==> config.mk <==
export PLATFORM = sky130hd
export DESIGN_NAME = uart_tx_core
export DESIGN_NICKNAME = d
export VERILOG_FILES = /design/src/rtl/uart_tx_pkg.sv /design/src/rtl/uart_tx_hold.sv /design/src/rtl/uart_tx_brk.sv /design/src/rtl/uart_tx_shift.sv /design/src/rtl/uart_tx_core.sv
export SDC_FILE = /design/constraint.sdc
export NUM_CORES = 1
export LEC_CHECK = 0
export BUFFER_PORTS_ARGS = -buffer_cell sky130_fd_sc_hd__clkbuf_2
export CORE_MARGIN = 2
export CORE_UTILIZATION = 60
export CTS_CLUSTER_SIZE = 8
export DETAILED_ROUTE_END_ITERATION = 12
export GPL_ROUTABILITY_DRIVEN = 0
export PLACE_DENSITY = 0.84
export SYNTH_ARGS = -nofsm -noshare
export SYNTH_HDL_FRONTEND = slang
export SYNTH_SLANG_ARGS = --single-unit
==> constraint.sdc <==
create_clock -name clk -period 3.88 [get_ports clk]
set_input_delay 0.97 -clock clk [delete_from_list [all_inputs] [get_ports clk]]
set_output_delay 0.97 -clock clk [all_outputs]
set_load 0.05 [all_outputs]
==> src/rtl/uart_tx_pkg.sv <==
package uart_tx_pkg;

  localparam int unsigned DATA_W = 8;

  typedef enum logic [2:0] {
    ST_IDLE  = 3'd0,
    ST_START = 3'd1,
    ST_DATA  = 3'd2,
    ST_PAR   = 3'd3,
    ST_STOP  = 3'd4,
    ST_BRK   = 3'd5,
    ST_GAP   = 3'd6
  } tx_state_e;

  typedef struct packed {
    logic [1:0] len;
    logic [2:0] par;
    logic [3:0] stop;
  } tx_cfg_t;

  // number of data bits for a length code
  function automatic int unsigned char_bits(logic [1:0] len);
    return 32'd5 + 32'(len);
  endfunction

  // clear the bits beyond the selected length
  function automatic logic [DATA_W-1:0] keep_bits(logic [DATA_W-1:0] d, logic [1:0] len);
    return d & (8'hFF >> (2'd3 - len));
  endfunction

  function automatic logic parity_of(logic [2:0] mode, logic [DATA_W-1:0] kept);
    logic p;
    unique case (mode[1:0])
      2'b00:   p = ^kept;
      2'b01:   p = ~^kept;
      2'b10:   p = 1'b0;
      default: p = 1'b1;
    endcase
    return p;
  endfunction

  // stop period in ticks
  function automatic int unsigned stop_ticks(logic [3:0] sel, int unsigned ovs);
    int unsigned n;
    if (sel == 4'hF)      n = 2 * ovs;
    else if (sel == 4'h8) n = ovs + ovs / 2;
    else                  n = ovs;
    return n;
  endfunction

endpackage

==> src/rtl/uart_tx_hold.sv <==
module uart_tx_hold
  import uart_tx_pkg::*;
(
  input  logic              clk,
  input  logic              rst_n,
  input  logic              soft_rst,
  input  logic              en_pulse,
  input  logic              dis_pulse,
  input  logic              wr_stb,
  input  logic [DATA_W-1:0] wr_data,
  input  logic              take,
  output logic              hold_valid,
  output logic [DATA_W-1:0] hold_data,
  output logic              ready
);

  logic enabled;
  logic accept;

  assign ready  = enabled && !hold_valid;
  assign accept = wr_stb && ready;

  always_ff @(posedge clk or negedge rst_n) begin
    if (!rst_n) begin
      enabled    <= 1'b0;
      hold_valid <= 1'b0;
      hold_data  <= '0;
    end else if (soft_rst) begin
      enabled    <= 1'b0;
      hold_valid <= 1'b0;
    end else begin
      if (dis_pulse)     enabled <= 1'b0;
      else if (en_pulse) enabled <= 1'b1;
      if (accept) begin
        hold_valid <= 1'b1;
        hold_data  <= wr_data;
      end else if (take) begin
        hold_valid <= 1'b0;
      end
    end
  end

endmodule

==> src/rtl/uart_tx_brk.sv <==
module uart_tx_brk (
  input  logic clk,
  input  logic rst_n,
  input  logic soft_rst,
  input  logic brk_start,
  input  logic brk_stop,
  output logic brk_req
);

  always_ff @(posedge clk or negedge rst_n) begin
    if (!rst_n)                   brk_req <= 1'b0;
    else if (soft_rst || brk_stop) brk_req <= 1'b0;
    else if (brk_start)           brk_req <= 1'b1;
  end

endmodule

==> src/rtl/uart_tx_shift.sv <==
module uart_tx_shift
  import uart_tx_pkg::*;
#(
  parameter int unsigned OVS = 16
) (
  input  logic              clk,
  input  logic              rst_n,
  input  logic              soft_rst,
  input  logic              tick,
  input  tx_cfg_t           cfg,
  input  logic              hold_valid,
  input  logic [DATA_W-1:0] hold_data,
  input  logic              cts_ok,
  input  logic              brk_req,
  output logic              take,
  output logic              txd,
  output logic              char_busy,
  output tx_state_e         state
);

  localparam int unsigned CW = $clog2(2 * OVS);
  localparam logic [CW-1:0] BIT_LAST = CW'(OVS - 1);

  logic [CW-1:0]     tcnt;
  logic [CW-1:0]     stop_last;
  logic [CW-1:0]     seg_lim;
  logic [2:0]        bidx;
  logic [2:0]        bit_last;
  logic [DATA_W-1:0] shreg;
  logic              pbit;
  logic              par_on;
  logic              seg_end;

  assign take    = (state == ST_IDLE) && !brk_req && hold_valid && cts_ok && !soft_rst;
  assign seg_lim = (state == ST_STOP) ? stop_last : BIT_LAST;
  assign seg_end = tick && (tcnt == seg_lim);

  always_ff @(posedge clk or negedge rst_n) begin
    if (!rst_n) begin
      state     <= ST_IDLE;
      tcnt      <= '0;
      bidx      <= '0;
      bit_last  <= '0;
      stop_last <= '0;
      shreg     <= '0;
      pbit      <= 1'b0;
      par_on    <= 1'b0;
    end else if (soft_rst) begin
      state <= ST_IDLE;
      tcnt  <= '0;
      bidx  <= '0;
    end else begin
      if (tick && state != ST_IDLE && state != ST_BRK)
        tcnt <= seg_end ? '0 : tcnt + 1'b1;
      unique case (state)
        ST_IDLE: begin
          tcnt <= '0;
          if (brk_req) begin
            state <= ST_BRK;
          end else if (take) begin
            state     <= ST_START;
            shreg     <= keep_bits(hold_data, cfg.len);
            pbit      <= parity_of(cfg.par, keep_bits(hold_data, cfg.len));
            par_on    <= !cfg.par[2];
            bit_last  <= 3'(char_bits(cfg.len) - 1);
            stop_last <= CW'(stop_ticks(cfg.stop, OVS) - 1);
          end
        end
        ST_START: if (seg_end) begin
          state <= ST_DATA;
          bidx  <= '0;
        end
        ST_DATA: if (seg_end) begin
          shreg <= shreg >> 1;
          if (bidx == bit_last) state <= par_on ? ST_PAR : ST_STOP;
          else                  bidx  <= bidx + 1'b1;
        end
        ST_PAR:  if (seg_end) state <= ST_STOP;
        ST_STOP: if (seg_end) state <= ST_IDLE;
        ST_BRK: begin
          tcnt <= '0;
          if (!brk_req) state <= ST_GAP;
        end
        ST_GAP:  if (seg_end) state <= ST_IDLE;
        default: state <= ST_IDLE;
      endcase
    end
  end

  always_comb begin
    unique case (state)
      ST_START: txd = 1'b0;
      ST_DATA:  txd = shreg[0];
      ST_PAR:   txd = pbit;
      ST_BRK:   txd = 1'b0;
      default:  txd = 1'b1;
    endcase
  end

  assign char_busy = (state == ST_START) || (state == ST_DATA) ||
                     (state == ST_PAR)   || (state == ST_STOP);

endmodule

==> src/rtl/uart_tx_core.sv <==
module uart_tx_core
  import uart_tx_pkg::*;
#(
  parameter int unsigned OVS = 16
) (
  input  logic       clk,
  input  logic       rst_n,
  input  logic       tick,
  input  logic [7:0] wr_data,
  input  logic       wr_stb,
  input  logic [1:0] len_sel,
  input  logic [2:0] par_sel,
  input  logic [3:0] stop_sel,
  input  logic       cts_auto,
  input  logic       rts_auto,
  input  logic       cts,
  input  logic       tx_en,
  input  logic       tx_dis,
  input  logic       tx_rst,
  input  logic       brk_start,
  input  logic       brk_stop,
  output logic       txd,
  output logic       rts,
  output logic       tx_ready,
  output logic       tx_empty
);

  tx_cfg_t           cfg;
  tx_state_e         st;
  logic              hold_valid;
  logic [DATA_W-1:0] hold_data;
  logic              take;
  logic              brk_req;
  logic              char_busy;
  logic              cts_ok;

  assign cfg    = '{len: len_sel, par: par_sel, stop: stop_sel};
  assign cts_ok = !cts_auto || cts;

  uart_tx_hold u_hold (
    .clk        (clk),
    .rst_n      (rst_n),
    .soft_rst   (tx_rst),
    .en_pulse   (tx_en),
    .dis_pulse  (tx_dis),
    .wr_stb     (wr_stb),
    .wr_data    (wr_data),
    .take       (take),
    .hold_valid (hold_valid),
    .hold_data  (hold_data),
    .ready      (tx_ready)
  );

  uart_tx_brk u_brk (
    .clk       (clk),
    .rst_n     (rst_n),
    .soft_rst  (tx_rst),
    .brk_start (brk_start),
    .brk_stop  (brk_stop),
    .brk_req   (brk_req)
  );

  uart_tx_shift #(.OVS(OVS)) u_shift (
    .clk        (clk),
    .rst_n      (rst_n),
    .soft_rst   (tx_rst),
    .tick       (tick),
    .cfg        (cfg),
    .hold_valid (hold_valid),
    .hold_data  (hold_data),
    .cts_ok     (cts_ok),
    .brk_req    (brk_req),
    .take       (take),
    .txd        (txd),
    .char_busy  (char_busy),
    .state      (st)
  );

  assign tx_empty = !hold_valid && !char_busy;
  assign rts      = rts_auto && !tx_empty;

endmodule

==> impl_metrics.ini, run 1 <==
[sta]
setup_viol = 0
setup_slack_ns = 1.12
finalCriticalPeriod_ns = 2.76
skew_ns = 0.00818
tns_ns = 0
tightest_slew_ns = 0.892
hold_violations = 0
finalCritPeriodShare_pct = 71.1
slew_headroom_pct = 40.5
rsz0062_at_grt = false
max_freq_mhz = 363
slew_viol_final = 0

[floorplanning]
die_x_um = 62.8
die-area_um2 = 3950
pin_count = 33
core_um2 = 3340
core.rowCount = 21
chipHeight_um = 62.8
initial_core_util_pct = 62.2

[clock_tree]
root_buffer = clkbuf_4
cts_inserted_buffers = 5
cts_setup_buffers = 0
hold_buffers = 0
clkTransAtPathRegs_ns = 0.11
cts_sinks = 37
insertion_delay_ns = 0.35
cts_tree = yes
ctsResizeCount = 0
clock_path_buffers = 2
h-tree-depth = 2

[finish]
final_util_pct = 68.6
layout-drive-gt1-share_pct = 24.2
fin_nets = 270
fin_cells = 286
final_cell_mix = dfrtp_1 (37), clkbuf_2 (32), nand2_1 (21), nor2_1 (13), mux2_2 (11)
diodes = 0
area_delta_synth_final_pct = 10.3
layout_commonest_cell = dfrtp_1

[global_route]
grt_util_all_layers_pct = 22.0
grt.overflow.total = 0
grt_antenna_before_repair = 0
grt_max_degree = 38
grt_pass1_vias = 1535
grt_pass1_wl_mm = 6.75

[setup_path]
worstSetupStartpointType = register
critical_path_class = register to output pin
cp-end-kind = output pin
crit_fanout = 15
worstPathArrival_ns = 1.79
required_ns = 2.91

[run]
maxCapViolations = 0

[routing]
wirelength_mm = 3.77
post-route-drc-count = 0
routed_via_density = 5.69
detail-route-antenna-nets = 0
post_drt_wl_per_cell_um = 13.2
vias = 1627
drtPass1Iterations = 4
drt_iter0_drc = 141

[run_status]
status = complete, no violations

[synthesis]
ys_types = 51
ys.flop_type = dfrtp_1
seq_area_frac_synth_pct = 44.6
synthCells = 211
yosys_warnings = 0
synth-seq-cells = 37
syn-cell-area_um2 = 2080
syn_nets = 242
postSynthAreaPerCell_um2 = 9.84
synth-edff-count = 0
synthArstFlopShare_pct = 100

[placed_design]
port_buffers = 32
post-place-cells = 278
place_ws_ns = 1.16
hpwl_mm = 2.81

[min_path]
hp-class = register to register

[pwr]
cellPowerDensity_nw_per_um2 = 600
ir_worst_vdd_mv = 0.343
p_total_uw = 1370
p_leak_uw = 0.00106
## cells by family after synthesis
group	count (synthesis)	share of synthesized area (%)
compound gates	46	14.5
flops	37	44.6
simple gates	81	21.0
xor+xnor	12	5.73
buf+inv	15	3.56
mux	18	9.46
fa+ha+maj	2	1.21
## routing by layer
metal  GRT usage (%)  wire (um)  up-vias
met5               0          0        -
met1            28.8       1770      763
li1                -          -      811
met2            36.2       1740       49
met3            5.95        227        4
met4            5.83         38        0
## through the flow
step | hold slack (ns) | instance area [um2]
after global routing | 0.524 | 2290
after detailed placement | 0.474 | 2230
after CTS | 0.500 | 2290
after floorplan | 0.442 | 2080
final | 0.493 | 2290
after global placement | 0.466 | 2230
## critical path, stage by stage (launching register included)
cell,delay [ns]
dfrtp_1,0.64
nand2b_1,0.21
nor2_1,0.05
a21oi_1,0.14
o21a_1,0.13
clkbuf_2,0.27
## registers in the layout, summed over array words and instances, names as in the netlist
| name | cells |
|---|---|
| u_hold.hold_data | 8 |
| u_shift.shreg | 8 |
| u_shift.tcnt | 5 |
| u_shift.bidx | 3 |
| u_shift.state | 3 |
| u_shift.stop_last | 3 |
| u_shift.bit_last | 2 |
| u_brk.brk_req | 1 |
| u_hold.enabled | 1 |
| u_hold.hold_valid | 1 |
| u_shift.par_on | 1 |
| u_shift.pbit | 1 |
## path summary, 6_finish.rpt
path                                   from                  end  slack (ns)  cells after the start
max                        u_shift.state[0]                  txd        1.12                      5
min                            u_shift.pbit         u_shift.pbit        0.49                      2
max reg2reg                u_shift.state[2]     u_shift.shreg[5]        1.37                      5
min reg2reg                    u_shift.pbit         u_shift.pbit        0.49                      2
max in group asynchronous             rst_n      u_shift.bidx[2]        2.60                      1
min in group asynchronous             rst_n  u_shift.bit_last[0]        0.73                      1
## layout make-up
class / count / area (um2)
multi-input cells: 159 / 1080
fillers: 297 / 1050
flip-flops and latches: 37 / 926
repair buffers: 32 / 160
well taps: 46 / 57.6
clock buffers: 5 / 37.5
clock inverters: 3 / 17.5
inverters: 4 / 15.0
## power by group
part	internal (uW)	leakage, uW	total, uW	switching, uW
clock	68.3	0.0000310	197	129
combinational	263	0.000542	585	322
sequential	477	0.000491	593	116
total	808	0.00106	1370	567
## Yosys cell counts, drive strengths merged, types with 3 or more instances
cell    instances  area (um2)
dfrtp          37         926
nand2          21        78.8
o21ai          18        93.8
mux2           13         146
nor2           13        48.8
nor3           10        50.1
xnor2           9        78.8
a21oi           8        40.0
nand3           8        40.0
clkbuf          7        26.3
nand2b          6        37.5
mux2i           5        50.1
buf             4        32.5
inv             4        15.0
nor2b           4        25.0
a31oi           3        25.0
and3            3        18.8
nor4b           3        38.8
o31a            3        26.3
Note: power is estimated with default switching activity, not from simulation.
==> run 2: changes to the inputs <==
--- a/config.mk
+++ b/config.mk
@@ -7,11 +7,11 @@
 export LEC_CHECK = 0
 export BUFFER_PORTS_ARGS = -buffer_cell sky130_fd_sc_hd__clkbuf_2
 export CORE_MARGIN = 2
-export CORE_UTILIZATION = 60
+export CORE_UTILIZATION = 56
 export CTS_CLUSTER_SIZE = 8
 export DETAILED_ROUTE_END_ITERATION = 12
 export GPL_ROUTABILITY_DRIVEN = 0
-export PLACE_DENSITY = 0.84
+export PLACE_DENSITY = 0.79
 export SYNTH_ARGS = -nofsm -noshare
 export SYNTH_HDL_FRONTEND = slang
 export SYNTH_SLANG_ARGS = --single-unit
==> constraint.sdc (replaced) <==
create_clock -name clk -period 2.8 [get_ports clk]
set_input_delay 0.7 -clock clk [delete_from_list [all_inputs] [get_ports clk]]
set_output_delay 0.7 -clock clk [all_outputs]
set_load 0.05 [all_outputs]
==> run 2 against run 1 <==
Compared with the run above:
- routed wire length up 2.4%
- clock power is 86% higher
- clock skew down 0.0015 ns
- critical path depth did not move
- worst setup slack lost 0.79 ns
- combinational power is 40% higher
- sequential share of layout area fell by 0.97 points
- register-to-register slack lost 0.97 ns
- global-route usage shrank 0.66 points
- count of clock-buffer cells in the layout is 2 higher
- critical path type unchanged
==> impl_metrics.ini, run 2 (synthesized netlist as in run 1, its figures left out) <==
[clock_tree]
root_buffer = clkbuf_8
clkTransAtPathRegs_ns = 0.07
clock_path_buffers = 2
insertion_delay_ns = 0.29
cts_setup_buffers = 0
cts_inserted_buffers = 5
cts_tree = yes
ctsResizeCount = 0
cts_sinks = 37
hold_buffers = 0
h-tree-depth = 2

[routing]
drt_iter0_drc = 127
detail-route-antenna-nets = 0
vias = 1613
post_drt_wl_per_cell_um = 13.3
wirelength_mm = 3.86
drtPass1Iterations = 4
post-route-drc-count = 0
routed_via_density = 5.56

[setup_path]
required_ns = 2.10
r2r_start = u_shift.state[2]
worstPathArrival_ns = 1.77
critical_path_class = register to output pin
crit_fanout = 15
crit_chain = nand2b_1, nor2_1, a21oi_1, o21a_1, clkbuf_2
worstSetupStartpointType = register
rrSetupSlack_ns = 0.40
path_buf_inv = 1
ff2ff_path_depth = 6
slowest_stage = dfrtp_1
cp-end-kind = output pin
critical_path.top_delay_family = flip-flops
reg2reg_to = u_shift.bidx[2]
crit_path_max_incr_delay_ns = 0.66

[min_path]
min_to = u_shift.pbit
hp-class = register to register
whs_path_depth = 2
holdCritStartpoint = u_shift.pbit

[global_route]
grt.overflow.total = 0
grt_pass1_wl_mm = 6.87
grt_antenna_before_repair = 0
grt_util_all_layers_pct = 21.3
grt_max_degree = 38
grt_pass1_vias = 1550

[floorplanning]
pin_count = 33
initial_core_util_pct = 57.6
die_x_um = 64.9
die-area_um2 = 4210
core_um2 = 3610
chipHeight_um = 64.9
core.rowCount = 22

[finish]
diodes = 0
final_util_pct = 65.1
layout-drive-gt1-share_pct = 24.4
area_delta_synth_final_pct = 13.0
final_cell_mix = dfrtp_1 (37), clkbuf_2 (32), nand2_1 (21), nor2_1 (13), mux2_2 (11)
layout_commonest_cell = dfrtp_1
fin_nets = 273
top_regs = u_hold.hold_data (8), u_shift.shreg (8), u_shift.tcnt (5)

[pwr]
switching_share_pct = 38.7
p_leak_uw = 0.00109
cellPowerDensity_nw_per_um2 = 859
internal_power_uw = 1240
p_total_uw = 2020
combPwrFrac_pct = 40.7
ir_worst_vdd_mv = 0.446
clkPwrFrac_pct = 18.2
p_sw_uw = 780
p_seq_share_pct = 41.1

[sta]
max_freq_mhz = 406
setup_viol = 0
finalCritPeriodShare_pct = 88.1
tightest_slew_ns = 0.895
hold_violations = 0
rsz0062_at_grt = false
finalCriticalPeriod_ns = 2.47
tns_ns = 0
slew_viol_final = 0
skew_ns = 0.00672
slew_headroom_pct = 40.3

[run_status]
status = complete, no violations

[placed_design]
port_buffers = 32
hpwl_mm = 2.80

[run]
maxCapViolations = 0
==> run 2: cell count changes in the layout (fill, tap and decap cells not counted) <==
cell	change
clkbuf_4	-5
clkinv_2	-2
clkbuf_1	+1
clkinvlp_4	-1
clkbuf_8	+6
buf_4	+3
==> run 2: power by group through the flow <==
stage	clock network, uW	logic, uW	registers [uW]
2_1_floorplan	0	734	747
3_3_place_gp	0	804	832
4_1_cts	384	823	827
3_5_place_dp	0	818	836
5_1_grt	411	911	850
6_report	367	820	829
==> run 2: how the worst max path moves through the flow <==
| stage | from | endpoint | slack (ns) | cells past startpoint |
|---|---|---|---|---|
| after floorplan | u_shift.state[0] | rts | 0.04 | 5 |
| after global placement | u_shift.state[2] | u_shift.bidx[2] | 0.51 | 6 |
| after detailed placement | u_shift.state[2] | u_shift.bidx[2] | 0.44 | 6 |
| after CTS | u_shift.state[0] | txd | 0.33 | 5 |
| after global routing | u_shift.state[2] | u_shift.bidx[2] | 0.22 | 6 |
| final | u_shift.state[0] | txd | 0.33 | 5 |
==> run 2: worst register-to-register path, cell delays in order, from the launching register on <==
cell,delay (ns)
dfrtp_1,0.66
nor4b_2,0.31
xor2_1,0.22
and4_1,0.44
o21ai_2,0.14
or4_1,0.41
a21oi_1,0.14
==> run 2: metrics by stage <==
stage	std cells	hold WS [ns]	setup WS [ns]	instance area (um2)
3_5_place_dp	283	0.472	0.437	2260
5_1_grt	290	0.526	0.216	2350
2_1_floorplan	211	0.404	0.0353	2080
4_1_cts	290	0.486	0.334	2350
3_3_place_gp	283	0.466	0.509	2260
6_report	290	0.486	0.334	2350
==> run 2: layout make-up <==
| type | count | area [um2] |
|---|---|---|
| Timing Repair Buffer | 35 | 183 |
| Multi-Input combinational cell | 159 | 1080 |
| Fill cell | 300 | 1260 |
| Tap cell | 48 | 60.1 |
| Sequential cell | 37 | 926 |
| Clock buffer | 7 | 86.3 |
| Inverter | 4 | 15.0 |
==> run 2: per-layer routing <==
| metal | share of wire, % | up-vias | global-route usage [%] |
|---|---|---|---|
| li1 | - | 813 | - |
| met1 | 47 | 742 | 28.1 |
| met2 | 45 | 50 | 32.9 |
| met3 | 5.7 | 8 | 5.73 |
| met4 | 1.9 | 0 | 9.57 |
| met5 | 0 | - | 0 |
==> run 3: changes to the inputs <==
--- a/config.mk
+++ b/config.mk
@@ -12,6 +12,8 @@
 export DETAILED_ROUTE_END_ITERATION = 12
 export GPL_ROUTABILITY_DRIVEN = 0
 export PLACE_DENSITY = 0.79
+export SKIP_CTS_REPAIR_TIMING = 1
 export SYNTH_ARGS = -nofsm -noshare
 export SYNTH_HDL_FRONTEND = slang
+export SYNTH_HIERARCHICAL = 1
 export SYNTH_SLANG_ARGS = --single-unit
==> constraint.sdc (replaced) <==
create_clock -name clk -period 2.8 [get_ports clk]
set_input_delay 0.14 -clock clk [delete_from_list [all_inputs] [get_ports clk]]
set_output_delay 0.14 -clock clk [all_outputs]
set_load 0.05 [all_outputs]
==> run 3 against run 2 <==
Compared with the run above:
- the run now ends with hold timing left
- worst setup slack improved by 0.14 ns
- non-clock buffer count rose by 4
- via count rose by 5.6%
- synthesized cell count rose by 0.95%
==> impl_metrics.ini, run 3 <==
[clock_tree]
cts_tree = yes
clkTransAtPathRegs_ns = 0.08
root_buffer = clkbuf_8
cts_inserted_buffers = 5
insertion_delay_ns = 0.30
clock_path_buffers = 2
cts_sinks = 37
h-tree-depth = 2

[synthesis]
syn-cell-area_um2 = 2150
ys_types = 48
yosys_warnings = 6
synthCells = 213
yosysMostFrequentCell = dfrtp_1
postSynthAreaPerCell_um2 = 10.1
ys.flop_type = dfrtp_1
synth.largest_area_cell = dfrtp_1
syn_nets = 244
synthArstFlopShare_pct = 100
netlist_top_cells_area = dfrtp_1 (43%), mux2_4 (5.6%), xnor2_1 (4.5%), o21ai_0 (3.9%), a21oi_1 (3.5%)
synth_common_cells = dfrtp_1 (37), nand2_1 (18), o21ai_0 (17), a21oi_1 (15), nor2_1 (15)
synth-edff-count = 0
seq_area_frac_synth_pct = 43.0
synth-seq-cells = 37
yosysTopAreaCellShare_pct = 43.0

[setup_path]
worstSetupStartpointType = register
critical_path_class = register to register
cp-end-kind = register
required_ns = 3.03
crit_fanout = 15
worstPathArrival_ns = 2.55
ff2ff_path_depth = 6

[placed_design]
post-place-cells = 287
hpwl_mm = 3.06
port_buffers = 32
placed_area_um2 = 2350
place_ws_ns = 0.517

[global_route]
grt_antenna_before_repair = 0
grt_pass1_vias = 1556
grt_util_all_layers_pct = 22.2
grt_max_degree = 38
grt.overflow.total = 0
grt_pass1_wl_mm = 7.20

[routing]
post-route-drc-count = 0
wirelength_mm = 4.27
routed_via_density = 5.71
drtPass1Iterations = 4
drt_iter0_drc = 98
vias = 1703
post_drt_wl_per_cell_um = 14.3
detail-route-antenna-nets = 0

[sta]
hold_violations = 37
skew_ns = 0.00919
tns_ns = 0
rsz0062_at_grt = false
setup_viol = 0
whs_ns = -0.0444
max_freq_mhz = 430
slew_headroom_pct = 39.6
tightest_slew_ns = 0.906
finalCriticalPeriod_ns = 2.32
setup_slack_ns = 0.476
finalCritPeriodShare_pct = 83.0
slew_viol_final = 0

[finish]
final_cell_mix = dfrtp_1 (37), clkbuf_2 (32), nand2_1 (18), o21ai_0 (17)
fin_cells = 298
fin_nets = 280
diodes = 0
final_cell_area_um2 = 2470
layout-drive-gt1-share_pct = 26.0
layout_commonest_cell = dfrtp_1
top_regs = u_hold/hold_data (8), u_shift/shreg (8), u_shift/tcnt (5)
area_delta_synth_final_pct = 14.6

[min_path]
hp-class = input pin to async pin

[run_status]
status = complete, but fails checks
violations = hold timing

[pwr]
p_total_uw = 2000
cellPowerDensity_nw_per_um2 = 808
p_leak_uw = 0.00108
ir_worst_vdd_mv = 0.463

[floorplanning]
core_um2 = 3690
initial_core_util_pct = 58.4
pin_count = 33
core.rowCount = 22
die-area_um2 = 4360
die_x_um = 66.0
chipHeight_um = 66.0

[run]
maxCapViolations = 0
run 3: final timing paths:
path	startpoint	endpoint	slack, ns
setup reg to reg	u_shift/state[2]	u_shift/state[2]	0.48
min in group clk	wr_data[0]	u_hold/hold_data[0]	0.06
max in group asynchronous	rst_n	u_shift/pbit	2.28
setup / recovery	u_shift/state[2]	u_shift/state[2]	0.48
hold reg to reg	u_shift/shreg[7]	u_shift/shreg[7]	0.49
hold / removal	rst_n	u_shift/tcnt[2]	-0.04
run 3: layout make-up:
class | count | area [um2]
clock inverters | 3 | 25.0
flip-flops and latches | 37 | 926
fillers | 329 | 1220
clock buffers | 5 | 68.8
multi-input cells | 161 | 1150
inverters | 5 | 18.8
repair buffers | 39 | 220
well taps | 48 | 60.1
run 3: critical path: stages (launching register included):
cell and delay (ns):
dfrtp_1 0.66, nor4b_4 0.31, xor2_1 0.26, and4_1 0.42
a32oi_1 0.14, or3_1 0.32, a21oi_1 0.14
run 3: cells by family after synthesis:
logic type               synth area share (%)
adder cells (fa/ha/maj)                  1.16
AO/OA/AOI/OAI                            12.5
XOR/XNOR                                 5.69
multiplexers                             11.4
buffers and inverters                    3.60
flip-flops                               43.0
AND/OR/NAND/NOR                          22.6
run 3: per-stage QoR:
| step | util (%) | hold slack (ns) |
|---|---|---|
| floorplan | - | -0.156 |
| global placement | 63.6 | 0.296 |
| detailed placement | 63.6 | 0.308 |
| CTS | 66.1 | -0.0155 |
| global route | 67.0 | 0.0220 |
| finish | 67.0 | -0.0444 |
run 3: metal layers:
metal  track usage, %  share of wire, %  vias up
li1                 -                 -      836
met4             8.42               1.7        0
met1             28.9                47      830
met2             35.4                47       31
met5                0                 0        -
met3             6.13               3.6        6
run 3: power breakdown:
| part | leakage (uW) | internal [uW] | switching (uW) |
|---|---|---|---|
| combinational | 0.000552 | 341 | 443 |
| clock | 0.0000447 | 179 | 212 |
| sequential | 0.000484 | 666 | 155 |
| total | 0.00108 | 1190 | 810 |
